<file path="config.mk">
export PLATFORM = sky130hd
export DESIGN_NAME = tmr8_cmp
export DESIGN_NICKNAME = d
export VERILOG_FILES = /design/src/rtl/tmr8_pkg.sv /design/src/rtl/tmr8_prescaler.sv /design/src/rtl/tmr8_core.sv /design/src/rtl/tmr8_flags.sv /design/src/rtl/tmr8_cmp.sv
export SDC_FILE = /design/constraint.sdc
export NUM_CORES = 1
export LEC_CHECK = 0
export ABC_CLOCK_PERIOD_IN_PS = 2900
export BUFFER_PORTS_ARGS = -buffer_cell sky130_fd_sc_hd__buf_2
export CAP_MARGIN = 20
export CORE_MARGIN = 2
export CORE_UTILIZATION = 25
export DETAILED_ROUTE_END_ITERATION = 16
export GPL_TIMING_DRIVEN = 0
export HOLD_SLACK_MARGIN = 0.03
export PLACE_DENSITY = 0.5
export SYNTH_ARGS = -nofsm -noshare
export SYNTH_HDL_FRONTEND = slang
export SYNTH_SLANG_ARGS = --single-unit
export TNS_END_PERCENT = 1
</file>
<file path="constraint.sdc">
create_clock -name clk -period 2.9 [get_ports clk]
set_clock_uncertainty 0.15 [all_clocks]
set_input_delay 0.145 -clock clk [delete_from_list [all_inputs] [get_ports clk]]
set_output_delay 0.145 -clock clk [all_outputs]
set_load 0.01 [all_outputs]
</file>
<file path="src/rtl/tmr8_pkg.sv">
package tmr8_pkg;

    localparam int NUM_SEL = 7;

    typedef enum logic [1:0] {
        MODE_UP     = 2'd0,
        MODE_UP_CLR = 2'd1,
        MODE_DOWN   = 2'd2,
        MODE_ZERO   = 2'd3
    } tmr_mode_e;

    typedef struct packed {
        logic      ovf_ie;
        logic      cmp_ie;
        logic      tgl_en;
        tmr_mode_e mode;
        logic [2:0] csel;
    } tmr_ctrl_t;

    typedef struct packed {
        logic ovf;
        logic cmp;
    } tmr_flags_t;

    localparam int NUM_FLAGS = $bits(tmr_flags_t);

    localparam logic [1:0] ADDR_CTRL = 2'd0;
    localparam logic [1:0] ADDR_CNT  = 2'd1;
    localparam logic [1:0] ADDR_CMP  = 2'd2;
    localparam logic [1:0] ADDR_FLAG = 2'd3;

    function automatic int div_shift(input int sel);
        case (sel)
            1: return 0;
            2: return 3;
            3: return 5;
            4: return 6;
            5: return 7;
            6: return 8;
            default: return 10;
        endcase
    endfunction

endpackage

</file>
<file path="src/rtl/tmr8_prescaler.sv">
module tmr8_prescaler
    import tmr8_pkg::*;
#(
    parameter int PSC_W = 10
) (
    input  logic       clk,
    input  logic       rst,
    input  logic [2:0] csel,
    output logic       tick
);
    logic [PSC_W-1:0]   psc_q;
    logic [NUM_SEL:0]   taps;

    always_ff @(posedge clk) begin
        if (rst) psc_q <= '0;
        else     psc_q <= psc_q + 1'b1;
    end

    assign taps[0] = 1'b0;

    for (genvar i = 1; i <= NUM_SEL; i++) begin : g_tap
        localparam int SH = div_shift(i);
        localparam logic [PSC_W-1:0] MASK = PSC_W'((64'd1 << SH) - 64'd1);
        assign taps[i] = ((psc_q & MASK) == MASK);
    end

    assign tick = taps[csel];

endmodule

</file>
<file path="src/rtl/tmr8_core.sv">
module tmr8_core
    import tmr8_pkg::*;
#(
    parameter int CNT_W = 8
) (
    input  logic             clk,
    input  logic             rst,
    input  logic             tick,
    input  tmr_mode_e        mode,
    input  logic             tgl_en,
    input  logic [CNT_W-1:0] cmp_val,
    input  logic             wr_cnt,
    input  logic [CNT_W-1:0] wr_val,
    output logic [CNT_W-1:0] cnt,
    output logic             match,
    output logic             at_top,
    output logic             at_bottom,
    output logic             cmp_evt,
    output logic             ovf_evt,
    output logic             cmp_out
);
    localparam logic [CNT_W-1:0] TOP_VAL = '1;

    logic [CNT_W-1:0] cnt_q, cnt_d;
    logic             out_q;

    assign match     = (cnt_q == cmp_val);
    assign at_top    = (cnt_q == TOP_VAL);
    assign at_bottom = (cnt_q == '0);

    always_comb begin
        cnt_d = cnt_q;
        if (tick) begin
            case (mode)
                MODE_UP:     cnt_d = cnt_q + 1'b1;
                MODE_UP_CLR: cnt_d = match ? '0 : cnt_q + 1'b1;
                MODE_DOWN:   cnt_d = cnt_q - 1'b1;
                default:     cnt_d = '0;
            endcase
        end
        if (wr_cnt) cnt_d = wr_val;
    end

    assign cmp_evt = tick && match;
    assign ovf_evt = tick && ((((mode == MODE_UP) || (mode == MODE_UP_CLR)) && at_top)
                              || ((mode == MODE_DOWN) && at_bottom));

    always_ff @(posedge clk) begin
        if (rst) begin
            cnt_q <= '0;
            out_q <= 1'b0;
        end else begin
            cnt_q <= cnt_d;
            if (cmp_evt && tgl_en) out_q <= ~out_q;
        end
    end

    assign cnt     = cnt_q;
    assign cmp_out = out_q;

endmodule

</file>
<file path="src/rtl/tmr8_flags.sv">
module tmr8_flags
    import tmr8_pkg::*;
#(
    parameter int NF = NUM_FLAGS
) (
    input  logic          clk,
    input  logic          rst,
    input  logic [NF-1:0] set_evt,
    input  logic [NF-1:0] clr_req,
    output logic [NF-1:0] flag
);
    for (genvar i = 0; i < NF; i++) begin : g_flag
        logic f_q;
        always_ff @(posedge clk) begin
            if (rst)             f_q <= 1'b0;
            else if (set_evt[i]) f_q <= 1'b1;
            else if (clr_req[i]) f_q <= 1'b0;
        end
        assign flag[i] = f_q;
    end
endmodule

</file>
<file path="src/rtl/tmr8_cmp.sv">
module tmr8_cmp
    import tmr8_pkg::*;
#(
    parameter int CNT_W = 8,
    parameter int PSC_W = 10
) (
    input  logic             clk,
    input  logic             rst,
    input  logic [1:0]       bus_addr,
    input  logic             bus_wr,
    input  logic [CNT_W-1:0] bus_wdata,
    output logic [CNT_W-1:0] bus_rdata,
    input  logic             gie,
    input  logic             ack_cmp,
    input  logic             ack_ovf,
    output logic             irq_cmp,
    output logic             irq_ovf,
    output logic             cmp_out,
    output logic             at_top,
    output logic             at_bottom
);
    localparam int CTRL_W = $bits(tmr_ctrl_t);

    tmr_ctrl_t        ctrl_q;
    logic [CNT_W-1:0] cmp_q;
    logic [CNT_W-1:0] cnt;
    logic             tick, match, cmp_evt, ovf_evt;
    logic             wr_cnt;
    tmr_flags_t       flags, set_v, clr_v;

    always_ff @(posedge clk) begin
        if (rst) begin
            ctrl_q <= '0;
            cmp_q  <= '0;
        end else if (bus_wr) begin
            if (bus_addr == ADDR_CTRL) ctrl_q <= tmr_ctrl_t'(bus_wdata[CTRL_W-1:0]);
            if (bus_addr == ADDR_CMP)  cmp_q  <= bus_wdata;
        end
    end

    assign wr_cnt = bus_wr && (bus_addr == ADDR_CNT);

    tmr8_prescaler #(.PSC_W(PSC_W)) u_psc (
        .clk  (clk),
        .rst  (rst),
        .csel (ctrl_q.csel),
        .tick (tick)
    );

    tmr8_core #(.CNT_W(CNT_W)) u_core (
        .clk       (clk),
        .rst       (rst),
        .tick      (tick),
        .mode      (ctrl_q.mode),
        .tgl_en    (ctrl_q.tgl_en),
        .cmp_val   (cmp_q),
        .wr_cnt    (wr_cnt),
        .wr_val    (bus_wdata),
        .cnt       (cnt),
        .match     (match),
        .at_top    (at_top),
        .at_bottom (at_bottom),
        .cmp_evt   (cmp_evt),
        .ovf_evt   (ovf_evt),
        .cmp_out   (cmp_out)
    );

    always_comb begin
        set_v.cmp = cmp_evt;
        set_v.ovf = ovf_evt;
        clr_v.cmp = ack_cmp || (bus_wr && (bus_addr == ADDR_FLAG) && bus_wdata[0]);
        clr_v.ovf = ack_ovf || (bus_wr && (bus_addr == ADDR_FLAG) && bus_wdata[1]);
    end

    tmr8_flags #(.NF(NUM_FLAGS)) u_flags (
        .clk     (clk),
        .rst     (rst),
        .set_evt (set_v),
        .clr_req (clr_v),
        .flag    (flags)
    );

    assign irq_cmp = flags.cmp && ctrl_q.cmp_ie && gie;
    assign irq_ovf = flags.ovf && ctrl_q.ovf_ie && gie;

    always_comb begin
        case (bus_addr)
            ADDR_CTRL: bus_rdata = CNT_W'(ctrl_q);
            ADDR_CNT:  bus_rdata = cnt;
            ADDR_CMP:  bus_rdata = cmp_q;
            default:   bus_rdata = CNT_W'(flags);
        endcase
    end

endmodule

</file>
After elaboration in Yosys (flattened, before gate mapping)
Cells that the tools add are included.
{"block": "op_classes", "n_addsub": 3, "n_lt_le_gt_ge": 1, "eq_ne": 13, "mux": 11, "bitwise": 1, "n_reduce_logical": 25}
{"op": "one-hot mux 8 bit (3 select lines)", "n": 2}
{"op": "2-to-1 mux 8 bit", "n": 3}
{"op": "equality test 8 bit, second input constant", "n": 2}
{"op": "logical AND 1 bit", "n": 13}
{"op": "adder 10 x 1 -> 10 bit, second input constant", "n": 1}
{"op": "equality test 10 bit, second input constant", "n": 1}
{"op": "adder 8 x 1 -> 8 bit, second input constant", "n": 1}
{"op": "equality test 8 bit", "n": 1}
{"op": "zero test 8 bit", "n": 1}
{"op": "subtractor 8 x 1 -> 8 bit, second input constant", "n": 1}
{"op": "equality test 7 bit, second input constant", "n": 1}
{"op": "equality test 2 bit, second input constant", "n": 3}
{"op": "equality test 6 bit, second input constant", "n": 1}
{"op": "nonzero test 2 bit", "n": 3}
{"op": "equality test 5 bit, second input constant", "n": 1}
{"op": "2-to-1 mux 1 bit", "n": 5}
{"op": "equality test 2 x 1 -> 1 bit, second input constant", "n": 2}
{"op": "zero test 2 bit", "n": 2}
{"op": "logical OR 1 bit", "n": 4}
{"op": "less-than comparator 3 x 4 -> 1 bit, second input constant", "n": 1}
{"op": "AND reduction 2 bit", "n": 2}
{"op": "binary-select mux 1 bit (select 3 bit)", "n": 1}
{"op": "equality test 3 bit, second input constant", "n": 1}
{"op": "NOT 1 bit", "n": 1}
{"block": "word_totals", "regBits": 37, "output_inout_bits": 13}

Depth between registers and ports, before layout
Gate-level depths: netlist of run 1.
{"block": "logic_depth", "word_depth": 6, "depth_mapped": 11, "depth_no_buf": 10}

Cells and area by module
From an unflattened synthesis of run 1, not the netlist that was laid out.
{"block": "hier_totals", "hier_cells": 278, "hier_area_um2": 2447.3}
{"mod": "tmr8_core", "instances": 1, "cells_per_inst": 125, "area_each_um2": 957.2, "seq_area_each_um2": 180.2}
{"mod": "tmr8_cmp", "instances": 1, "cells_per_inst": 89, "area_each_um2": 925.9, "seq_area_each_um2": 320.3}
{"mod": "tmr8_prescaler", "instances": 1, "cells_per_inst": 54, "area_each_um2": 479.2, "seq_area_each_um2": 200.2}
{"mod": "tmr8_flags", "instances": 1, "cells_per_inst": 10, "area_each_um2": 85.1, "seq_area_each_um2": 40.0}

Worst setup path after synthesis of run 1
Ideal clock, no wire load.
{"block": "synth_timing", "path_kind": "register to register", "start": "register u_psc.psc_q[0]", "end": "register u_core.cnt_q[5], in the netlist u_core.cnt[5]", "setup_time_ns": 0.136, "arrival_time_ns": 1.775, "slack_ns": 0.838, "stages_incl_launch_ff": 12, "path_buffers": 1, "path_cell_list": "dfxtp_1 > ha_1 > nand3_1 > inv_1 > ha_1 > inv_1 > a311oi_1 > a31oi_1 > buf_6 > o211ai_2 > a21boi_1 > o22ai_1"}
{"block": "synth_via", "elab_chain_len": 4, "word_cells_on_any_way": 9, "classes_between": "eq/ne (6); mux (2); reduce/logical (1)"}
{"element": "start: declaration", "line_no": "tmr8_prescaler.sv:11", "source": "logic [PSC_W-1:0] psc_q;"}
{"element": "start signal: assignment", "line_no": "tmr8_prescaler.sv:16", "source": "else psc_q <= psc_q + 1'b1;"}
{"element": "equality test 10 bit, or another cell as far along", "line_no": "tmr8_prescaler.sv:24", "source": "assign taps[i] = ((psc_q & MASK) == MASK);"}
{"element": "binary-select mux 1 bit (select 3 bit) (*)", "line_no": "tmr8_prescaler.sv:27", "source": "assign tick = taps[csel];"}
{"element": "2-to-1 mux 1 bit (implied by the code) (*)", "line_no": "tmr8_prescaler.sv:27"}
{"element": "nonzero test 2 bit (no source line) (*)"}
{"element": "end signal: assignment", "line_no": "tmr8_core.sv:53", "source": "cnt_q <= cnt_d;"}
{"element": "end: declaration", "line_no": "tmr8_core.sv:24", "source": "logic [CNT_W-1:0] cnt_q, cnt_d;"}
Every way passes the cells marked *; elsewhere a longest branch is shown, timed or not. The select of a mux whose other input is x is not followed.
A chain may end at the register's enable or synchronous reset.

Final worst setup path of run 1
Same ends and word-level chain as after synthesis.

==> results of run 1 <==
worst max path at each step:
stage	end	cells after the start	slack (ns)
6_report	u_core.cnt[5]$_SDFFE_PP0P_	11	0.55
5_1_grt	u_core.cnt[5]$_SDFFE_PP0P_	11	0.33
4_1_cts	u_core.cnt[5]$_SDFFE_PP0P_	11	0.56
3_5_place_dp	u_core.cnt[5]$_SDFFE_PP0P_	11	0.58
3_3_place_gp	u_core.cnt[5]$_SDFFE_PP0P_	11	0.58
2_1_floorplan	u_core.cnt[5]$_SDFFE_PP0P_	11	0.84
metrics by stage:
stage / hold WS, ns / utilization [%] / std cells
after floorplan: 0.1310 / - / 265
after global placement: 0.2846 / 28.98 / 401
after detailed placement: 0.2888 / 28.98 / 401
after CTS: 0.03633 / 31.04 / 417
after global routing: 0.04850 / 31.04 / 417
final: 0.03758 / 31.04 / 417
power by group through the flow:
stage / logic [mW] / clock network, mW / registers, mW
after floorplan: 0.167 / 0 / 0.552
after global placement: 0.237 / 0 / 0.555
after detailed placement: 0.237 / 0 / 0.556
after CTS: 0.248 / 0.395 / 0.544
after global routing: 0.270 / 0.411 / 0.547
final: 0.247 / 0.384 / 0.544
timing repair:
item / CTS / global route
hold buffers: 9 / 0
endpoints found under the hold margin: 16 / 0
setup buffers: 0 / 0
synth_stat cells (all sizes together):
master / n / area share, %
nand3b: 3 / 0.99
o32ai: 1 / 0.72
o22ai: 1 / 0.28
mux2i: 15 / 6.6
a21oi: 19 / 4.4
nor2b: 7 / 1.9
a31oi: 4 / 1.1
o221ai: 1 / 0.39
clkbuf: 7 / 1.2
ha: 6 / 3.3
a211oi: 6 / 2.7
o21ai: 12 / 2.8
o311a: 1 / 0.44
inv: 6 / 0.99
and2: 5 / 1.4
or3: 1 / 0.28
nor4: 2 / 1.2
nor3: 5 / 1.8
xor2: 3 / 1.2
and3: 3 / 0.83
nor2: 29 / 4.9
xnor2: 15 / 5.8
o211ai: 4 / 1.5
a21boi: 2 / 0.83
a32oi: 2 / 0.77
nand4: 7 / 1.9
mux4: 2 / 2.2
buf: 12 / 4.0
nand2b: 3 / 0.94
nor4b: 1 / 0.39
nor3b: 2 / 0.88
dfxtp: 37 / 33
nand3: 13 / 2.9
nor4bb: 1 / 0.44
and3b: 1 / 0.39
a31o: 1 / 0.39
nand2: 23 / 3.9
a311oi: 1 / 0.39
a22oi: 1 / 0.33
kinds of logic (layout without fill, tap and decap cells):
group           count (synthesis)  in the layout  synth area share (%)
simple gates                  106            106                 25.08
fa+ha+maj                       6              6                 3.315
mux                            17             17                 8.784
compound gates                 56             56                 17.02
flops                          37             37                 32.71
buf+inv                        25             69                 6.132
xor+xnor                       18             18                 6.962
cell type report:
class / instances / share of cell area, %
Timing Repair Buffer: 37 / 8.464
Multi-Input combinational cell: 203 / 50.92
Sequential cell: 37 / 27.23
Inverter: 6 / 0.8280
Tap cell: 108 / 4.968
Buffer: 19 / 4.278
Clock buffer: 6 / 3.036
Clock inverter: 1 / 0.2760
tightest hold or removal path: cells and delay by family:
kind | cells | cell delay (ns)
and+or+nand+nor | 1 | 0.08
AOI/OAI and AO/OA | 1 | 0.08
buffers and inverters | 2 | 0.14
layer usage:
| layer | up-vias | routed length (um) |
|---|---|---|
| met4 | 0 | 129 |
| met3 | 9 | 168 |
| met2 | 33 | 3046 |
| li1 | 1022 | - |
| met5 | - | 0 |
| met1 | 968 | 3086 |
state kept, by name, indices dropped and copies added (netlist names):
signal              flops
u_flags.g_flag.f_q      2
cmp_q                   8
u_core.cmp_out          1
ctrl_q                  8
u_psc.psc_q            10
u_core.cnt              8
==> results.toml, run 1 <==
[place]
place_congestion = 0.8374
pre_cts_ws_ns = 0.5784
place_hpwl_um = 4691
placed_area_um2 = 2540
portBuffers = 28

[cts]
clk_path_buf_depth = 2
cts_sinks = 37
clock-root-buffer = "clkbuf_8"
clock_latency_ns = 0.29
htree_levels = 2
cts_tree = "yes"
post_cts_resized = 0
cts-buffers-inserted = 5
cts.clk_slew.worst_paths_ns = 0.08

[routing]
num_vias = 2032
first_pass_iters = 4
drc = 0
drt_iter0_markers = 87
postRouteAntennaNets = 0
via_per_inst = 4.873
drt-wirelength-per-cell_um = 15.42
wirelength_um = 6431

[finish]
regArea_um2 = 740.7
fillerInstances = 952
layout-drive-gt1-share_pct = 21.04
area_growth_pct = 20.11
stdcell_area_um2 = 2720
nets = 331
final_common_cell = "dfxtp_1"
num_antenna_cells = 0
final_cell_mix = "37 x dfxtp_1, 34 x buf_2, 28 x nor2_1"
multi_input_area_um2 = 1385

[grt]
use_met3_pct = 1.757
grtUsageTotal_pct = 13.38
grt_pass1_vias = 2055
grt_start_max_net_pins = 12
met1_usage_pct = 17.23
use_met2_pct = 22.77
grt_pass1_wl_um = 10480
grt-ovfl-total = 0
antenna_found_initial = 0
top_usage_layer = "met2"

[setup_path]
timing.rr.start = "u_psc.psc_q[0]$_SDFF_PP0_"
cp_top_family = "compound AO/OA/AOI/OAI gates"
critical_path.max_fanout = 10
regToRegEndpoint = "u_core.cnt[5]$_SDFFE_PP0P_"
cpPeakStageDelay_ns = 0.37
cp_num_buf_inv = 3
timing_worst_setup_path_type = "flip-flop to flip-flop"
arrival_ns = 2.35
critPathLaunchType = "flip-flop"
r2r_slack_ns = 0.55
critical_path.startpoint = "u_psc.psc_q[0]$_SDFF_PP0_"
cp-end-kind = "flip-flop"
crit_chain = "ha_1 -> nand3_1 -> inv_1 -> ha_1 -> inv_1 -> a311oi_1 -> a31oi_1 -> buf_6 -> o211ai_2 -> a21boi_1 -> o22ai_1"
cp_slowest_cell = "dfxtp_1"
reg2reg_depth = 11
required_ns = 2.90

[job]
maxCapViolCount = 0

[pwr]
power.switching_mw = 0.3537
power.share.combinational_pct = 21.0
powerDensity_nw_per_um2 = 431.9
switching_share_pct = 30.11
clkPwrFrac_pct = 32.7
p_seq_share_pct = 46.3
internal_power_mw = 0.8211
p_leak_nw = 1.005
peakVddDrop_uv = 217.9
power_mw = 1.175

[timing]
setup_viol = 0
slew_violations = 0
rsz0062_at_grt = "no"
fin_tns_setup_ns = 0
fin_crit_ns = 2.353
slew_headroom_pct = 55.62
worst_pin_slew_ns = 0.6657
setup_ws_ns = 0.5473
hold_violations = 0
max_freq_ghz = 0.4250
fin_crit_sh_pct = 81.13

[die]
core-area_um2 = 8763
rows = 34
pin_count = 29
fp.dieH_um = 99.18
die_w_um = 99.18
dieArea_um2 = 9836
initial_core_util_pct = 25.84

[yosys]
syn_area_per_cell_um2 = 8.546
ys_warn_count = 0
synth_seq_cells = 37
synth-seq-area-share_pct = 32.71
synth_cell_types = 54
synthCells = 265
syn-num-nets = 287
syn_area_um2 = 2265

[hold_path]
min_path_cells = 4
holdPathEnd = "u_flags.g_flag[0].f_q$_SDFFE_PP0P_"
min_from = "ack_cmp"
hold_class = "input port to flip-flop"

[outcome]
status = "finished clean"
No activity file was read; power rests on OpenSTA's default activity.
==> run 2, diff against run 1 <==
Settings changed: ABC_AREA from default to 1, ABC_CLOCK_PERIOD_IN_PS 2900 to 2240.
Clock period 2.9 ns to 2.24 ns, I/O delays scaled along.
==> results.toml, run 2 <==
[yosys]
synthCells = 370
syn_area_um2 = 2366
ys_async_sr_fraction_pct = 0
synth_top_area_share_pct = 31.31
yosys.area.top_type = "dfxtp_1"
synth_most_common_cell = "nand2_1"
syn-num-nets = 392
ys_warn_count = 0
syn_area_per_cell_um2 = 6.395
synth-seq-area-share_pct = 31.31
synth_seq_cells = 37
synth_cell_types = 35
synth_common_cells = "95 x nand2_1, 47 x inv_1, 37 x dfxtp_1"
synth_area_leaders = "dfxtp_1 31%, nand2_1 15%, inv_1 7.5%"
ys.flop_type = "dfxtp_1"
synth_edf_count = 0

[job]
maxCapViolCount = 0

[setup_path]
critical_path.startpoint = "u_core.cnt[0]$_SDFFE_PP0P_"
regToRegEndpoint = "u_core.cnt[0]$_SDFFE_PP0P_"
required_ns = 1.98
cp_slowest_cell = "dfxtp_1"
cp-end-kind = "output pin"
crit_top_cell = "nor2_1"
timing.rr.start = "u_psc.psc_q[0]$_SDFF_PP0_"
crit_chain = "ha_1 -> nand2_1 -> nor2_1 -> nand3_1 -> nor2_1 -> buf_2"
timing_worst_setup_path_type = "flip-flop to output pin"
cp_top_family = "simple AND/OR/NAND/NOR gates"
crit_end = "at_top"
critPathLaunchType = "flip-flop"
arrival_ns = 1.82
cp_num_buf_inv = 1
critical_path.max_fanout = 8
worst-path-stages = 6
cpPeakStageDelay_ns = 0.55
reg2reg_depth = 11
r2r_slack_ns = 0.29

[pwr]
p_leak_nw = 1.274
peakVddDrop_uv = 292.7
powerDensity_nw_per_um2 = 571.4

[die]
rows = 35
fp.dieH_um = 101.3
die_w_um = 101.3
dieArea_um2 = 10260
core-area_um2 = 9196
initial_core_util_pct = 25.73
pin_count = 29

[cts]
cts-buffers-inserted = 5
htree_levels = 2
cts_sinks = 37
clk_path_buf_depth = 2
clock-root-buffer = "clkbuf_8"
cts_tree = "yes"
cts.clk_slew.worst_paths_ns = 0.08
clock_latency_ns = 0.30

[finish]
stdcell_area_um2 = 2884
largest_reg_flops = 10
layout-drive-gt1-share_pct = 15.83
regArea_um2 = 740.7
num_antenna_cells = 0
nets = 438
final_cell_mix = "95 x nand2_1, 47 x inv_1, 37 x dfxtp_1"
regMostFlops = "u_psc.psc_q"
final_common_cell = "nand2_1"
multi_input_area_um2 = 1386
fillerInstances = 1042
area_growth_pct = 21.89

[place]
portBuffers = 27
place_congestion = 0.8139
place_hpwl_um = 5665
pre_cts_ws_ns = 0.002558
placed_area_um2 = 2640

[timing]
fin_tns_setup_ns = 0
worst_pin_slew_ns = 0.7025
slew_headroom_pct = 53.16
slew_violations = 0
setup_ws_ns = 0.1555
hold_violations = 0
fin_crit_sh_pct = 93.06
max_freq_ghz = 0.4797
rsz0062_at_grt = "no"
setup_viol = 0
fin_crit_ns = 2.085

[routing]
postRouteAntennaNets = 0
via_per_inst = 4.763
drt_iter0_markers = 117
num_vias = 2515
first_pass_iters = 4
drt-wirelength-per-cell_um = 14.00
drc = 0
wirelength_um = 7391

[grt]
grt_pass1_vias = 2433
antenna_found_initial = 0
grtUsageTotal_pct = 15.32
grt-ovfl-total = 0
grt_start_max_net_pins = 13
grt_pass1_wl_um = 12200

[hold_path]
min_path_cells = 4
hold_class = "input port to flip-flop"

[outcome]
status = "finished clean"
run 2: changes by cell type after synthesis, sizes merged, moves of 13 or more:
cell   change
mux2i     -15
inv       +48
nand2     +79
nand3     +18
a21oi     +13
o21ai     +13
run 2: final cells by class:
cell class / count / share of cell area [%]
timing repair buffer: 39 / 8.677
clock buffer: 6 / 2.863
inverter: 54 / 7.028
clock inverter: 2 / 1.302
buffer: 10 / 1.562
multi-input combinational: 269 / 48.07
tap: 111 / 4.816
sequential: 37 / 25.68
run 2: cell families after synthesis:
family	Yosys count	synth area share, %
adder cells (fa/ha/maj)	6	3.173
buffers and inverters	64	10.47
flip-flops	37	31.31
XOR/XNOR	5	1.851
AO/OA/AOI/OAI	73	18.72
AND/OR/NAND/NOR	185	34.48
run 2: power by group:
group / leakage [nW] / switching (mW) / internal, mW
sequential: 0.301 / 0.0270 / 0.684
clock: 0.0574 / 0.254 / 0.362
combinational: 0.916 / 0.208 / 0.113
run 2: metrics by stage:
step	util [%]	hold slack [ns]	power [mW]	std cells
floorplan	-	0.09691	0.9249	370
global placement	28.71	0.2392	1.026	508
detailed placement	28.71	0.2451	1.029	508
CTS	31.20	0.09900	1.666	526
global route	31.36	0.1350	1.741	528
finish	31.36	0.09403	1.648	528
run 2: what timing repair did:
action,4_1_cts,5_1_grt
gates resized for setup,1,0
hold endpoints to repair,19,0
pin swaps,0,1
endpoints found under the setup margin,4,6
setup buffers,0,2
hold buffers,10,0
run 2: worst min path at each step:
stage,start,to,slack (ns)
final,rst,ctrl_q[6]$_SDFFE_PP0P_,0.09
after floorplan,bus_wdata[1],ctrl_q[1]$_SDFFE_PP0P_,0.1
after global placement,ack_cmp,u_flags.g_flag[0].f_q$_SDFFE_PP0P_,0.24
after detailed placement,ack_cmp,u_flags.g_flag[0].f_q$_SDFFE_PP0P_,0.25
after global routing,rst,ctrl_q[6]$_SDFFE_PP0P_,0.13
after CTS,rst,ctrl_q[5]$_SDFFE_PP0P_,0.1
run 2: worst reg2reg max path, cell delays in order (launching register included):
cell	delay [ns]
dfxtp_1	0.33
ha_1	0.22
nand3_1	0.12
inv_1	0.08
ha_1	0.21
o211ai_4	0.18
buf_4	0.15
nand2_4	0.07
nor2_2	0.14
inv_2	0.05
nand2_1	0.06
a21oi_1	0.05
run 2: routing by layer:
layer / GRT usage (%) / share of wire [%] / vias up
met5: 0 / 0 / -
met4: 3.119 / 0.69 / 0
met3: 2.553 / 3.5 / 8
met2: 25.52 / 47 / 52
met1: 20.93 / 49 / 1163
li1: - / - / 1292
